===== src/rtl/excp_pkg.sv =====
package excp_pkg;
  localparam int unsigned NSTG    = 5;   // fetch, decode, execute, memory, writeback
  localparam int unsigned NSRC    = 4;   // stages able to fault
  localparam int unsigned CAUSE_W = 3;

  typedef enum logic [CAUSE_W-1:0] {
    CS_FETCH  = 3'd0,
    CS_DECODE = 3'd1,
    CS_ARITH  = 3'd2,
    CS_DATA   = 3'd3,
    CS_EXTIRQ = 3'd4
  } cause_e;

  typedef enum logic [0:0] {
    ST_RUN   = 1'b0,
    ST_DRAIN = 1'b1
  } mode_e;
endpackage


===== src/rtl/excp_prio.sv =====
module excp_prio #(
  parameter int unsigned NSRC  = 4,
  localparam int unsigned IDX_W = (NSRC > 1) ? $clog2(NSRC) : 1
) (
  input  logic [NSRC-1:0]  flag_i,
  output logic             hit_o,
  output logic [IDX_W-1:0] idx_o
);
  // Higher index is a deeper, older stage: the last set bit wins.
  always_comb begin
    hit_o = 1'b0;
    idx_o = '0;
    for (int i = 0; i < int'(NSRC); i++) begin
      if (flag_i[i]) begin
        hit_o = 1'b1;
        idx_o = IDX_W'(i);
      end
    end
  end

  // The winner is set and no deeper stage is set.
  always_comb begin
    if (hit_o) begin
      assert_deepest_R3: assert ((flag_i >> idx_o) == NSRC'(1));
    end
  end
endmodule


===== src/rtl/excp_retire.sv =====
module excp_retire #(
  parameter int unsigned NSTG  = 5,
  localparam int unsigned CNT_W = $clog2(NSTG)
) (
  input  logic             clk,
  input  logic             rst,
  input  logic             load_i,
  input  logic [CNT_W-1:0] len_i,
  output logic             block_o
);
  logic [CNT_W-1:0] cnt_q;

  // Counts the cycles until the trap bubble leaves writeback.
  always_ff @(posedge clk) begin
    if (rst) begin
      cnt_q <= '0;
    end else if (load_i) begin
      cnt_q <= len_i;
    end else if (cnt_q != '0) begin
      cnt_q <= cnt_q - 1'b1;
    end
  end

  assign block_o = (cnt_q != '0);

  assert_cnt_range_R5: assert property (@(posedge clk) disable iff (rst)
    cnt_q <= CNT_W'(NSTG - 1));
  assert_block_start_R5: assert property (@(posedge clk) disable iff (rst)
    (load_i && len_i != '0) |=> block_o);
  assert_no_reload_R6: assert property (@(posedge clk) disable iff (rst)
    load_i |-> !block_o);
endmodule


===== src/rtl/excp_drain.sv =====
module excp_drain
  import excp_pkg::*;
(
  input  logic clk,
  input  logic rst,
  input  logic req_i,
  input  logic abort_i,
  input  logic empty_i,
  output logic hold_o,
  output logic commit_o
);
  mode_e st_q;

  assign hold_o   = (st_q == ST_DRAIN);
  assign commit_o = (st_q == ST_DRAIN) && empty_i && !abort_i;

  always_ff @(posedge clk) begin
    if (rst) begin
      st_q <= ST_RUN;
    end else begin
      case (st_q)
        ST_RUN:   if (req_i) st_q <= ST_DRAIN;
        ST_DRAIN: if (abort_i || empty_i) st_q <= ST_RUN;
        default:  st_q <= ST_RUN;
      endcase
    end
  end

  assert_hold_keep_R7: assert property (@(posedge clk) disable iff (rst)
    (hold_o && !empty_i && !abort_i) |=> hold_o);
  assert_abort_exit_R9: assert property (@(posedge clk) disable iff (rst)
    (hold_o && abort_i) |=> !hold_o);
endmodule


===== src/rtl/excp_ctrl.sv =====
module excp_ctrl
  import excp_pkg::*;
#(
  parameter int unsigned     PC_W       = 32,
  parameter logic [PC_W-1:0] HANDLER_PC = PC_W'(32'h0000_0180)
) (
  input  logic                 clk,
  input  logic                 rst,
  input  logic [NSRC-1:0]      fault_i,
  input  logic [NSRC*PC_W-1:0] stage_pc_i,
  input  logic [NSTG-1:0]      busy_i,
  input  logic [PC_W-1:0]      resume_pc_i,
  input  logic                 irq_i,
  output logic                 redirect_o,
  output logic [PC_W-1:0]      redirect_pc_o,
  output logic [PC_W-1:0]      epc_o,
  output logic [CAUSE_W-1:0]   cause_o,
  output logic [NSTG-1:0]      flush_o,
  output logic                 wr_en_o,
  output logic                 fetch_hold_o,
  output logic                 irq_ack_o
);
  localparam int unsigned IDX_W = (NSRC > 1) ? $clog2(NSRC) : 1;
  localparam int unsigned CNT_W = $clog2(NSTG);
  localparam logic [CNT_W-1:0] LAST_STG = CNT_W'(NSTG - 1);

  logic             hit;
  logic [IDX_W-1:0] idx;
  logic             blocked;
  logic             take_fault;
  logic             drain_req;
  logic             irq_commit;
  logic             hold;
  logic [PC_W-1:0]  sel_pc;
  logic [CNT_W-1:0] blk_len;
  logic [NSTG-1:0]  kill_mask;

  logic             redirect_q;
  logic [PC_W-1:0]  target_q;
  logic [PC_W-1:0]  epc_q;
  cause_e           cause_q;
  logic [NSTG-1:0]  flush_q;
  logic             ack_q;

  excp_prio #(.NSRC(NSRC)) u_prio (
    .flag_i (fault_i),
    .hit_o  (hit),
    .idx_o  (idx)
  );

  excp_retire #(.NSTG(NSTG)) u_retire (
    .clk     (clk),
    .rst     (rst),
    .load_i  (take_fault),
    .len_i   (blk_len),
    .block_o (blocked)
  );

  excp_drain u_drain (
    .clk      (clk),
    .rst      (rst),
    .req_i    (drain_req),
    .abort_i  (take_fault),
    .empty_i  (busy_i == '0),
    .hold_o   (hold),
    .commit_o (irq_commit)
  );

  assign take_fault = hit && !blocked;
  assign drain_req  = irq_i && !blocked && !hit && !ack_q;
  assign sel_pc     = stage_pc_i[int'(idx)*PC_W +: PC_W];
  assign blk_len    = LAST_STG - CNT_W'(idx);

  // The faulting instruction has moved one stage on when the mask applies.
  always_comb begin
    for (int i = 0; i < int'(NSTG); i++) begin
      kill_mask[i] = (i <= int'(idx) + 1);
    end
  end

  always_ff @(posedge clk) begin
    if (rst) begin
      redirect_q <= 1'b0;
      target_q   <= '0;
      epc_q      <= '0;
      cause_q    <= CS_FETCH;
      flush_q    <= '0;
      ack_q      <= 1'b0;
    end else begin
      redirect_q <= take_fault || irq_commit;
      flush_q    <= take_fault ? kill_mask : '0;
      ack_q      <= irq_commit;
      if (take_fault) begin
        target_q <= HANDLER_PC;
        epc_q    <= sel_pc;
        cause_q  <= cause_e'(CAUSE_W'(idx));
      end else if (irq_commit) begin
        target_q <= HANDLER_PC;
        epc_q    <= resume_pc_i;
        cause_q  <= CS_EXTIRQ;
      end
    end
  end

  assign redirect_o    = redirect_q;
  assign redirect_pc_o = target_q;
  assign epc_o         = epc_q;
  assign cause_o       = cause_q;
  assign flush_o       = flush_q;
  assign wr_en_o       = !blocked;
  assign fetch_hold_o  = hold;
  assign irq_ack_o     = ack_q;

  assert_fault_blocks_wr_R5: assert property (@(posedge clk) disable iff (rst)
    (redirect_o && cause_o != CS_EXTIRQ) |-> !wr_en_o);
  assert_fault_pulse_R10: assert property (@(posedge clk) disable iff (rst)
    (redirect_o && cause_o != CS_EXTIRQ) |=> !redirect_o);
  assert_epc_stable_R10: assert property (@(posedge clk) disable iff (rst)
    !redirect_o |-> ($stable(epc_o) && $stable(cause_o)));
  assert_flush_only_redirect_R4: assert property (@(posedge clk) disable iff (rst)
    (flush_o != '0) |-> (redirect_o && flush_o[0]));
  assert_irq_clean_R8: assert property (@(posedge clk) disable iff (rst)
    irq_ack_o |-> (redirect_o && cause_o == CS_EXTIRQ && wr_en_o && flush_o == '0));
  assert_hold_vs_redirect_R9: assert property (@(posedge clk) disable iff (rst)
    !(redirect_o && fetch_hold_o));
  assert_cause_range_R2: assert property (@(posedge clk) disable iff (rst)
    redirect_o |-> (cause_o <= CS_EXTIRQ && redirect_pc_o == HANDLER_PC));
endmodule


===== config.mk =====
export PLATFORM = sky130hd
export DESIGN_NAME = excp_ctrl
export DESIGN_NICKNAME = d
export VERILOG_FILES = /design/src/rtl/excp_pkg.sv /design/src/rtl/excp_prio.sv /design/src/rtl/excp_retire.sv /design/src/rtl/excp_drain.sv /design/src/rtl/excp_ctrl.sv
export SDC_FILE = /design/constraint.sdc
export NUM_CORES = 1
export LEC_CHECK = 0
export BUFFER_PORTS_ARGS = -buffer_cell sky130_fd_sc_hd__buf_4
export CAP_MARGIN = 30
export CORE_AREA = 2 2 97 99
export DETAILED_ROUTE_END_ITERATION = 10
export DIE_AREA = 0 0 99 101
export HOLD_SLACK_MARGIN = 0.1
export PLACE_DENSITY = 0.83
export SLEW_MARGIN = 25
export SYNTH_ARGS = -nofsm -noshare
export SYNTH_HDL_FRONTEND = slang
export SYNTH_SLANG_ARGS = --single-unit
export TNS_END_PERCENT = 50

===== constraint.sdc =====
create_clock -name clk -period 3 [get_ports clk]
set_input_delay 0.45 -clock clk [delete_from_list [all_inputs] [get_ports clk]]
set_output_delay 0.45 -clock clk [all_outputs]
set_load 0.005 [all_outputs]

==> out/qor.yml <==
outcome:
  outcome: "finished, final reports clean"
sta:
  hold_viol_final: 0
  setup_tns_ns: 0
  fin_skew_ns: 0.0102
  min_period_ns: 2.21
  slew_headroom: 0.550
  setup_viol: 0
  report.final.slew_viol_count: 0
  whs_ns: 0.439
  max_slew.worst_pin.slew_ns: 0.674
  rsz0062_at_grt: "no"
  post-route-period-util: 0.736
  setup_slack_ns: 0.793
  max_freq_mhz: 453
floorplan:
  die_w_um: 99
  num_rows: 35
  dieHeight_um: 101
  start_util: 0.353
  die_area_um2: 10000
  core_area_um2: 8980
  pin_count: 248
worst_setup_path:
  cp.arrival_ns: 2.40
  path_cells: "inv_1, ha_1, nand2b_1, nor2_4, buf_12, a21oi_1, a221oi_1"
  cpPeakStageDelay_ns: 0.56
  critPathLaunchType: "flip-flop"
  crit_type: "reg2reg"
  cp_data_required_time_ns: 3.20
  critPathMaxFanout: 38
  critPathCaptureType: "flip-flop"
  slowest_stage: "nor2_4"
  r2r_setup_slack_ns: 0.79
detailed_routing:
  first_iter_violations: 154
  vias: 3618
  drtAntennaViolNets: 0
  avgRoutedWirePerCell_um: 15.6
  drc: 0
  wl_mm: 10.8
  dr.pass1.iters: 4
  viasPerCell: 5.21
cells_and_area:
  finalNetCount: 758
  final_util: 0.533
  mostFrequentLayoutCells: "buf_4, a21oi_1, dfxtp_1, nand2_1, a211oi_1"
  mostFrequentLayoutCell: "buf_4"
  areaGrowthSynthToFinish_pct: 51.0
  drive_gt1_frac: 0.405
  num_antenna_cells: 0
  fin_cells: 694
  design_area_um2: 4780
clock_network:
  ctsHoldBuffers: 0
  clkTransAtPathRegs_ns: 0.10
  clk_latency_ns: 0.30
  post_cts_buffers: 0
  cts.sinks: 47
  cts_tree: "built"
  numCtsBuffers: 5
  cts_resized: 0
  clockRootBuffer: "clkbuf_8"
  htree_levels: 2
  cts_buffer_depth: 2
placement:
  dpl_cell_area_um2: 4680
  place_hpwl_mm: 8.26
  dp_cells: 686
  place_congestion: 0.799
  portBuffers: 217
  place_ws_ns: 0.772
pwr:
  power_frac_seq: 0.349
  p_sw_mw: 1.04
  p_per_area_nw_per_um2: 591
  p_int_mw: 1.78
  p_leak_nw: 2.26
  ir_drop_mv: 0.248
  switching_share: 0.369
  power.total_mw: 2.83
  pwr-share-comb: 0.504
  power.share.clock: 0.147
global_routing:
  grt_max_degree: 51
  grt_pass1_vias: 3430
  grtUsageTotal: 0.197
  grt_pass1_wl_mm: 16.1
  grt_overflow: 0
  antenna_found_initial: 0
worst_hold_path:
  min_path_type: "in2reg"
synthesis:
  synth.avg_cell_area_um2: 8.05
  synth_area_um2: 3170
  synth_cells: 393
  seq_area_frac_synth: 0.297
  synth_seq_cells: 47
  yosys_warnings: 0
  synth.distinct_cells: 32
flow_run:
  cap_violations: 0
worst max-delay path, delay by kind of cell, from the launching register on:
kind	cells	cell delay (ns)
AOI/OAI and AO/OA	2	0.39
adders and majority gates	1	0.20
buffers and inverters	2	0.36
DFF	1	0.34
and+or+nand+nor	2	0.79
kinds of logic (layout without fill, tap and decap cells):
group	after synthesis	in the layout	share of synthesized area
and+or+nand+nor	95	95	0.152
buffers and inverters	78	239	0.143
AOI/OAI and AO/OA	136	136	0.289
DFF	47	47	0.297
muxes	32	32	0.101
adders and majority gates	4	4	0.0158
other	1	30	0.00118
sequential cells by signal (all words and copies together) (netlist names):
signal and flops:
epc_o 32, flush_o 5, cause_o 3, u_retire.cnt_q 3
irq_ack_o 1, redirect_o 1, redirect_pc_o 1, u_drain.hold_o 1
power by group through the flow:
stage	logic (mW)	clock network, mW	registers [mW]
6_report	1.42	0.415	0.987
5_1_grt	1.56	0.449	1.01
4_1_cts	1.44	0.425	0.988
3_5_place_dp	1.44	0	1.00
3_3_place_gp	1.34	0	0.993
2_1_floorplan	0.755	0	1.00
path summary, 6_finish.rpt:
check               startpoint         to  cells past startpoint
max          u_retire.cnt_q[0]  epc_o[10]                      7
max reg2reg  u_retire.cnt_q[0]  epc_o[10]                      7
min             resume_pc_i[2]   epc_o[2]                      3
min reg2reg           epc_o[7]   epc_o[7]                      2
final cells by class:
cell class / instances / area [um2]
clock inverter: 3 / 27.5
clock buffer: 5 / 68.8
multi-input combinational: 297 / 1890
tap: 111 / 139
fill: 841 / 4200
inverter: 8 / 30.0
timing repair buffer: 223 / 1690
sequential: 47 / 941
synthesized netlist by cell type:
| library cell | number | share of area |
|---|---|---|
| or2_2 | 1 | 0.0020 |
| nand2b_1 | 1 | 0.0020 |
| a211oi_1 | 38 | 0.090 |
| buf_4 | 36 | 0.085 |
| nand3_1 | 2 | 0.0032 |
| nand2_1 | 38 | 0.045 |
| buf_6 | 2 | 0.0071 |
| buf_2 | 7 | 0.011 |
| a32oi_1 | 1 | 0.0028 |
| buf_1 | 4 | 0.0047 |
| a21oi_1 | 61 | 0.096 |
| a21o_1 | 2 | 0.0047 |
| inv_1 | 8 | 0.0095 |
| a311oi_1 | 3 | 0.0083 |
| mux2i_1 | 32 | 0.10 |
| nor2b_1 | 32 | 0.063 |
| a221oi_1 | 29 | 0.080 |
| dfxtp_1 | 47 | 0.30 |
| nor4b_1 | 1 | 0.0028 |
| nor3b_1 | 1 | 0.0024 |
| conb_1 | 1 | 0.0012 |
| clkbuf_2 | 1 | 0.0016 |
| nor2_1 | 9 | 0.011 |
| nor3_1 | 5 | 0.0079 |
| nand2_4 | 1 | 0.0036 |
| a311oi_2 | 1 | 0.0047 |
| nor4_1 | 2 | 0.0040 |
| and2_1 | 1 | 0.0020 |
| or4_4 | 1 | 0.0036 |
| a31oi_1 | 1 | 0.0020 |
| ha_1 | 4 | 0.016 |
| clkbuf_1 | 20 | 0.024 |
metal layers:
metal | vias up | track usage | part of all wire
li1 | 1744 | - | -
met1 | 1663 | 0.226 | 0.36
met2 | 193 | 0.375 | 0.54
met3 | 18 | 0.0284 | 0.081
met4 | 0 | 0.0590 | 0.016
met5 | - | 0 | 0
Note: power is estimated with default switching activity, not from simulation.
